## config.mk

```make
export PLATFORM = sky130hd
export DESIGN_NAME = phy_sync_sequencer
export DESIGN_NICKNAME = d
export VERILOG_FILES = /design/src/rtl/phy_init_pkg.sv /design/src/rtl/phy_init_regs.sv /design/src/rtl/phy_init_seq.sv /design/src/rtl/phy_sync_sequencer.sv
export SDC_FILE = /design/constraint.sdc
export NUM_CORES = 1
export LEC_CHECK = 0
export ABC_AREA = 0
export BUFFER_PORTS_ARGS = -buffer_cell sky130_fd_sc_hd__buf_2
export CAP_MARGIN = 20
export CORE_ASPECT_RATIO = 0.6
export CORE_UTILIZATION = 40
export DETAILED_ROUTE_END_ITERATION = 10
export PLACE_DENSITY = 0.65
export SYNTH_ARGS = -nofsm -noshare
export SYNTH_HDL_FRONTEND = slang
export SYNTH_HIERARCHICAL = 1
export SYNTH_SLANG_ARGS = --single-unit
```

## constraint.sdc

```tcl
create_clock -name clk -period 4.2 [get_ports clk]
set_clock_uncertainty 0.1 [all_clocks]
set_input_delay 0 -clock clk [delete_from_list [all_inputs] [get_ports clk]]
set_output_delay 0 -clock clk [all_outputs]
set_load 0.005 [all_outputs]
```

## src/rtl/phy_init_pkg.sv

```systemverilog
package phy_init_pkg;

    // Control word bit positions that software decodes
    localparam int START_BIT = 31;
    localparam int SLOW_BIT  = 29;
    localparam int SDIO_BIT  = 28;

    // Phase order is encoded in the enum value (lower runs first)
    typedef enum logic [2:0] {
        PH_IDLE   = 3'd0,
        PH_EN     = 3'd1,
        PH_GAP    = 3'd2,
        PH_RST    = 3'd3,
        PH_SETTLE = 3'd4,
        PH_TAIL   = 3'd5
    } phase_e;

endpackage

```

## src/rtl/phy_init_regs.sv

```systemverilog
module phy_init_regs
    import phy_init_pkg::*;
#(
    parameter int DATA_W = 32,
    parameter int FLD_W  = 4
) (
    input  logic              clk,
    input  logic              rst_n,
    input  logic              wr_en_i,
    input  logic [DATA_W-1:0] wr_data_i,
    input  logic              busy_i,
    input  logic              finish_i,
    output logic [DATA_W-1:0] rd_data_o,
    output logic [4*FLD_W-1:0] dur_o,
    output logic              launch_o,
    output logic              slow_o,
    output logic              sdio_o
);

    localparam int DUR_W = 4 * FLD_W;

    typedef struct packed {
        logic             start;
        logic             slow;
        logic             sdio;
        logic [DUR_W-1:0] dur;
    } regs_s;

    regs_s r_d, r_q;
    logic  accept;

    // Reserved write bits are intentionally discarded
    logic unused_wr_bits;
    assign unused_wr_bits = ^{wr_data_i[DATA_W-1:DUR_W]};

    always_comb begin
        r_d    = r_q;
        accept = wr_en_i && !busy_i;
        if (accept) begin
            r_d.start = wr_data_i[START_BIT];
            r_d.slow  = wr_data_i[SLOW_BIT];
            r_d.sdio  = wr_data_i[SDIO_BIT];
            r_d.dur   = wr_data_i[DUR_W-1:0];
        end
        if (finish_i) begin
            r_d.start = 1'b0;
        end
        launch_o = accept && wr_data_i[START_BIT];
    end

    always_ff @(posedge clk or negedge rst_n) begin
        if (!rst_n) begin
            r_q <= '0;
        end else begin
            r_q <= r_d;
        end
    end

    always_comb begin
        rd_data_o            = '0;
        rd_data_o[START_BIT] = r_q.start;
        rd_data_o[SLOW_BIT]  = r_q.slow;
        rd_data_o[SDIO_BIT]  = r_q.sdio;
        rd_data_o[DUR_W-1:0] = r_q.dur;
    end

    assign dur_o  = r_q.dur;
    assign slow_o = r_q.slow;
    assign sdio_o = r_q.sdio;

    AST_WRITE_BLOCKED: assert property (@(posedge clk) disable iff (!rst_n)
        (busy_i && wr_en_i) |=> ($stable(r_q.dur) && $stable(r_q.slow) && $stable(r_q.sdio)))
        else $error("write accepted while busy");

endmodule

```

## src/rtl/phy_init_seq.sv

```systemverilog
module phy_init_seq
    import phy_init_pkg::*;
#(
    parameter int FLD_W    = 4,
    parameter int TAIL_LEN = 8
) (
    input  logic               clk,
    input  logic               rst_n,
    input  logic               launch_i,
    input  logic [4*FLD_W-1:0] launch_dur_i,
    input  logic [4*FLD_W-1:0] run_dur_i,
    output logic               sync_en_o,
    output logic               sync_rst_o,
    output logic               busy_o,
    output logic               finish_o,
    output logic               done_o
);

    localparam int DUR_W   = 4 * FLD_W;
    localparam int FLD_MAX = (1 << FLD_W);
    localparam int MAX_LEN = (FLD_MAX > TAIL_LEN) ? FLD_MAX : TAIL_LEN;
    localparam int CNT_W   = $clog2(MAX_LEN);

    typedef struct packed {
        phase_e           ph;
        logic [CNT_W-1:0] cnt;
        logic             done;
    } seq_s;

    typedef struct packed {
        phase_e         ph;
        logic [CNT_W:0] len;
    } pick_s;

    seq_s s_d, s_q;

    function automatic logic [CNT_W:0] phase_len(phase_e p, logic [DUR_W-1:0] d);
        logic [CNT_W:0] l;
        l = '0;
        case (p)
            PH_RST:    l = (CNT_W+1)'(d[0*FLD_W +: FLD_W]);
            PH_GAP:    l = (CNT_W+1)'(d[1*FLD_W +: FLD_W]);
            PH_EN:     l = (CNT_W+1)'(d[2*FLD_W +: FLD_W]);
            PH_SETTLE: l = (CNT_W+1)'(d[3*FLD_W +: FLD_W]);
            PH_TAIL:   l = (CNT_W+1)'(TAIL_LEN);
            default:   l = '0;
        endcase
        return l;
    endfunction

    // First phase at or after from_ph whose length is non-zero
    function automatic pick_s next_active(phase_e from_ph, logic [DUR_W-1:0] d);
        pick_s p;
        p.ph  = PH_TAIL;
        p.len = (CNT_W+1)'(TAIL_LEN);
        for (int k = 5; k >= 1; k--) begin
            phase_e cand;
            cand = phase_e'(k[2:0]);
            if (k[2:0] >= from_ph && phase_len(cand, d) != '0) begin
                p.ph  = cand;
                p.len = phase_len(cand, d);
            end
        end
        return p;
    endfunction

    always_comb begin
        pick_s pk;
        s_d      = s_q;
        s_d.done = 1'b0;
        finish_o = 1'b0;
        pk       = '{ph: PH_TAIL, len: '0};
        if (s_q.ph == PH_IDLE) begin
            if (launch_i) begin
                pk      = next_active(PH_EN, launch_dur_i);
                s_d.ph  = pk.ph;
                s_d.cnt = CNT_W'(pk.len - 1'b1);
            end
        end else if (s_q.cnt != '0) begin
            s_d.cnt = s_q.cnt - 1'b1;
        end else if (s_q.ph == PH_TAIL) begin
            s_d.ph   = PH_IDLE;
            s_d.done = 1'b1;
            finish_o = 1'b1;
        end else begin
            pk      = next_active(phase_e'(3'(s_q.ph) + 3'd1), run_dur_i);
            s_d.ph  = pk.ph;
            s_d.cnt = CNT_W'(pk.len - 1'b1);
        end
    end

    always_ff @(posedge clk or negedge rst_n) begin
        if (!rst_n) begin
            s_q <= '{ph: PH_IDLE, cnt: '0, done: 1'b0};
        end else begin
            s_q <= s_d;
        end
    end

    assign sync_en_o  = (s_q.ph == PH_EN);
    assign sync_rst_o = (s_q.ph == PH_RST);
    assign busy_o     = (s_q.ph != PH_IDLE);
    assign done_o     = s_q.done;

    AST_DONE_AFTER_RUN: assert property (@(posedge clk) disable iff (!rst_n)
        done_o |-> (!busy_o && $past(busy_o)))
        else $error("done without a preceding run");

    AST_TAIL_BEFORE_IDLE: assert property (@(posedge clk) disable iff (!rst_n)
        $fell(busy_o) |-> ($past(s_q.ph) == PH_TAIL))
        else $error("run ended without the tail");

endmodule

```

## src/rtl/phy_sync_sequencer.sv

```systemverilog
module phy_sync_sequencer
    import phy_init_pkg::*;
#(
    parameter int DATA_W   = 32,
    parameter int FLD_W    = 4,
    parameter int TAIL_LEN = 8
) (
    input  logic              clk,
    input  logic              rst_n,
    input  logic              wr_en_i,
    input  logic [DATA_W-1:0] wr_data_i,
    output logic [DATA_W-1:0] rd_data_o,
    output logic              sync_en_o,
    output logic              sync_rst_o,
    output logic              busy_o,
    output logic              done_o,
    output logic              slow_mode_o,
    output logic              sdio_mode_o
);

    localparam int DUR_W = 4 * FLD_W;

    logic [DUR_W-1:0] run_dur;
    logic             launch;
    logic             finish;

    phy_init_regs #(.DATA_W(DATA_W), .FLD_W(FLD_W)) u_regs (
        .clk       (clk),
        .rst_n     (rst_n),
        .wr_en_i   (wr_en_i),
        .wr_data_i (wr_data_i),
        .busy_i    (busy_o),
        .finish_i  (finish),
        .rd_data_o (rd_data_o),
        .dur_o     (run_dur),
        .launch_o  (launch),
        .slow_o    (slow_mode_o),
        .sdio_o    (sdio_mode_o)
    );

    phy_init_seq #(.FLD_W(FLD_W), .TAIL_LEN(TAIL_LEN)) u_seq (
        .clk          (clk),
        .rst_n        (rst_n),
        .launch_i     (launch),
        .launch_dur_i (wr_data_i[DUR_W-1:0]),
        .run_dur_i    (run_dur),
        .sync_en_o    (sync_en_o),
        .sync_rst_o   (sync_rst_o),
        .busy_o       (busy_o),
        .finish_o     (finish),
        .done_o       (done_o)
    );

    AST_START_TRACKS_BUSY: assert property (@(posedge clk) disable iff (!rst_n)
        rd_data_o[START_BIT] == busy_o)
        else $error("start bit and busy disagree");

    AST_LAUNCH_RAISES_BUSY: assert property (@(posedge clk) disable iff (!rst_n)
        (wr_en_i && wr_data_i[START_BIT] && !busy_o) |=> busy_o)
        else $error("start write did not launch");

endmodule

```

==> run_results.csv <==
group,metric,value,unit
grt,grt_first_pass_wirelength,8140,µm
placed_design,port_buffers,46,
synth,synth_top_area_share,31.5,%
timing,max_slew_margin,53.2,%
pwr,clkPwrFrac,8.3,%
setup_path,crit_end,"u_seq/s_q[3]$_DFFE_PN0P_",
placed_design,place.gp.congestion,0.939,
routing,wl_met2,2070,µm
grt,grt_overflow,0,
synth,yosys_warnings,6,
setup_path,reg2reg_depth,9,
timing,min_period,3.18,ns
min_path,hp-class,"in2async",
clocking,clock-sinks,27,
clocking,insertion_delay,0.27,ns
setup_path,reg2reg_from,"u_seq/s_q[5]$_DFFE_PN0P_",
synth,synth.most_common_cell,"buf_4",
floorplan,rows,20,
setup_path,crit_required,4.25,ns
routing,first_pass_iters,5,
synth,postSynth.asyncResetShare,100,%
synth,synth_xor_area_share,0.408,%
pwr,irDropWorstVdd,0.315,mV
setup_path,crit_type,"reg2reg",
routing,drc,0,
timing,drv_slew,0,
setup_path,cp_max_fo,13,
pwr,p_per_area,718,nW/µm²
floorplan,initial_core_util,42.1,%
timing,rsz0062_at_grt,"false",
timing,fmax,315,MHz
setup_path,cp.arrival,3.23,ns
routing,vias_per_cell,5.50,
pwr,leakage,1.09,nW
synth,synth_cells,206,
routing,route.met3.wl,500,µm
synth,synth_mux_area_share,12.6,%
floorplan,die_width,96.6,µm
placed_design,postPlaceCellArea,2220,µm²
clocking,cts_resized,0,
clocking,htree_levels,1,
routing,wl,5230,µm
setup_path,crit_path_start,"u_seq/s_q[5]$_DFFE_PN0P_",
synth,ys_ff_latch,27,
setup_path,r2r_slack,1.02,ns
clocking,clk_pin_slew_worst_paths,0.09,ns
synth,syn_area,2150,µm²
cells_and_area,drive_gt1_share,36.0,%
synth,synth-compound-area-share,16.3,%
setup_path,crit_slowest_cell,"ha_1",
cells_and_area,antennaDiodeCount,0,
clocking,numCtsBuffers,3,
cells_and_area,fill_cells,492,
setup_path,crit_chain,"ha_1 -> ha_1 -> nand2b_1 -> nor3_1 -> nor3b_1 -> o41ai_1 -> ha_1 -> xor2_1 -> a21oi_1",
placed_design,dp_hpwl,3960,µm
synth,yosysSeqAreaShare,31.5,%
routing,routed.top_layer,"met4",
pwr,combPwrFrac,60.2,%
pwr,switchingPower,0.786,mW
setup_path,startpoint_type,"flop",
pwr,seqPwrFrac,31.5,%
synth,yosys.area_share.adder,3.50,%
clocking,clockRootBuffer,"clkbuf_8",
run,maxCapViolations,0,
cells_and_area,final_nets,295,
pwr,swShare,44.3,%
synth,syn_avg_cell_area,10.4,µm²
synth,synth_top_cells_by_area,"dfrtp_1 (31%), mux2_4 (13%), buf_4 (11%), ha_1 (3.5%), nor3_1 (2.8%)",
synth,synth_top_family_by_area,"simple AND/OR/NAND/NOR gates",
setup_path,cpMostUsedCell,"ha_1",
setup_path,worstReg2RegEnd,"u_seq/s_q[3]$_DFFE_PN0P_",
floorplan,fp.dieArea,5670,µm²
grt,antenna_found_initial,0,
clocking,cts_buffer_depth,2,
synth,synthSimpleGateAreaFrac,20.9,%
synth,synthTopCellsByCount,"buf_4 (32), dfrtp_1 (27), mux2_4 (18), nor2_1 (16)",
floorplan,boundaryPins,73,
timing,tns,0,ns
timing,setup_viol,0,
clocking,cts_tree,"built",
cells_and_area,syn_to_final_growth,15.1,%
cells_and_area,finalInstanceArea,2470,µm²
timing,finalCritPeriodShare,75.7,%
synth,synth_top_cell_by_area,"dfrtp_1",
timing,hold_viol_final,0,
grt,grt_pass1_vias,1551,
synth,ys_types,51,
routing,antenna_left,0,
routing,drtIter0Drc,102,
synth,synth_ff_type,"dfrtp_1",
grt,grt_util_all_layers,19.4,%
outcome,status,"completed",
floorplan,core,5100,µm²
timing,max_slew.worst_pin.slew,0.684,ns
synth,synth-edff-count,0,
grt,grt_max_degree,28,
setup_path,cp_slowest_stage_delay,0.57,ns
floorplan,die_y,58.8,µm
routing,avgRoutedWirePerCell,16.4,µm
routing,vias,1753,
pwr,internal_power,0.988,mW
setup_path,end_kind,"flop",
routing,route.layer.met1.wl,2610,µm
==> flip-flops by register name (all words and copies together), names as in the netlist <==
| signal | flops |
|---|---|
| u_regs/dur_o | 16 |
| u_seq/s_q | 7 |
| u_regs/rd_data_o | 1 |
| u_regs/sdio_o | 1 |
| u_regs/slow_o | 1 |
| u_seq/done_o | 1 |
==> power groups by stage <==
stage | clock [mW] | combinational, mW | sequential [mW]
2_1_floorplan | 0 | 0.945 | 0.517
3_3_place_gp | 0 | 1.02 | 0.557
3_5_place_dp | 0 | 1.04 | 0.564
4_1_cts | 0.157 | 1.06 | 0.558
5_1_grt | 0.170 | 1.18 | 0.582
6_report | 0.147 | 1.07 | 0.559
==> through the flow <==
step	std cells	worst slack, ns	utilization (%)	hold WS (ns)	power [mW]
finish	319	1.02	48.4	0.169	1.77
global route	319	0.748	48.4	0.238	1.93
CTS	319	1.09	48.4	0.197	1.77
detailed placement	294	1.12	43.4	-0.0417	1.60
global placement	294	1.14	43.4	-0.0487	1.57
floorplan	218	1.64	-	-0.396	1.46
==> cells in the final DEF (no fill, tap or decap), drive strengths merged <==
master        n
dlygate4sd3  21
o311ai        3
a2111oi       5
a31oi         2
ha            6
or3           1
o21ai         7
o31ai         1
a221oi        1
and2          2
nor2         18
nand2b        4
o211ai        1
nor4          4
a21oi         6
conb         13
mux2         18
dfrtp        27
nand4bb       1
xor2          1
and2b         1
inv           5
a211o         1
nor4b         4
a311oi        3
or4           2
nor3         14
buf          47
nor2b         3
clkbuf        4
o41ai         5
nand2        12
o31a          1
and3          1
o22ai         3
nor3b         4
o22a          1
==> worst max-delay path, delay by kind of cell, from the launching register on <==
kind,cells,cell delay (ns)
fa+ha+maj,3,1.06
simple gates,3,0.69
compound gates,2,0.59
flops,1,0.47
xor+xnor,1,0.14
==> cell type report <==
cell class | instances | area, µm² | share of cell area, %
Multi-Input combinational cell | 149 | 1200 | 48.6
Sequential cell | 27 | 676 | 27.3
Timing Repair Buffer | 68 | 448 | 18.1
Tap cell | 66 | 82.6 | 3.34
Clock buffer | 4 | 45.0 | 1.82
Inverter | 5 | 18.8 | 0.759
==> per-layer routing <==
layer  vias up  global-route usage, %
met1       835                   30.7
met5         -                      0
li1        813                      -
met2        97                   27.5
met3         8                   4.01
met4         0                   1.89
==> worst min-delay path by stage <==
stage          start  cells after the start  slack, ns                           end
3_5_place_dp   rst_n                      1      -0.04  u_regs/dur_o[12]$_DFFE_PN0P_
6_report       rst_n                      2       0.17  u_regs/dur_o[12]$_DFFE_PN0P_
5_1_grt        rst_n                      2       0.24     u_regs/sdio_o$_DFFE_PN0P_
2_1_floorplan  rst_n                      0      -0.40   u_regs/dur_o[0]$_DFFE_PN0P_
4_1_cts        rst_n                      2       0.20   u_regs/dur_o[1]$_DFFE_PN0P_
3_3_place_gp   rst_n                      1      -0.05     u_regs/sdio_o$_DFFE_PN0P_
==> cell families (layout without fill, tap and decap cells) <==
kind of cell,Yosys count,in the layout
xor+xnor,1,1
flops,27,27
simple gates,71,71
fa+ha+maj,6,6
buf+inv,42,77
other cells,1,13
mux,18,18
compound gates,40,40
==> what timing repair did <==
| action | CTS | global route |
|---|---|---|
| hold endpoints to repair | 46 | 0 |
| hold buffers | 21 | 0 |
| buffers inserted | 0 | 0 |
No activity file was read; power rests on OpenSTA's default activity.
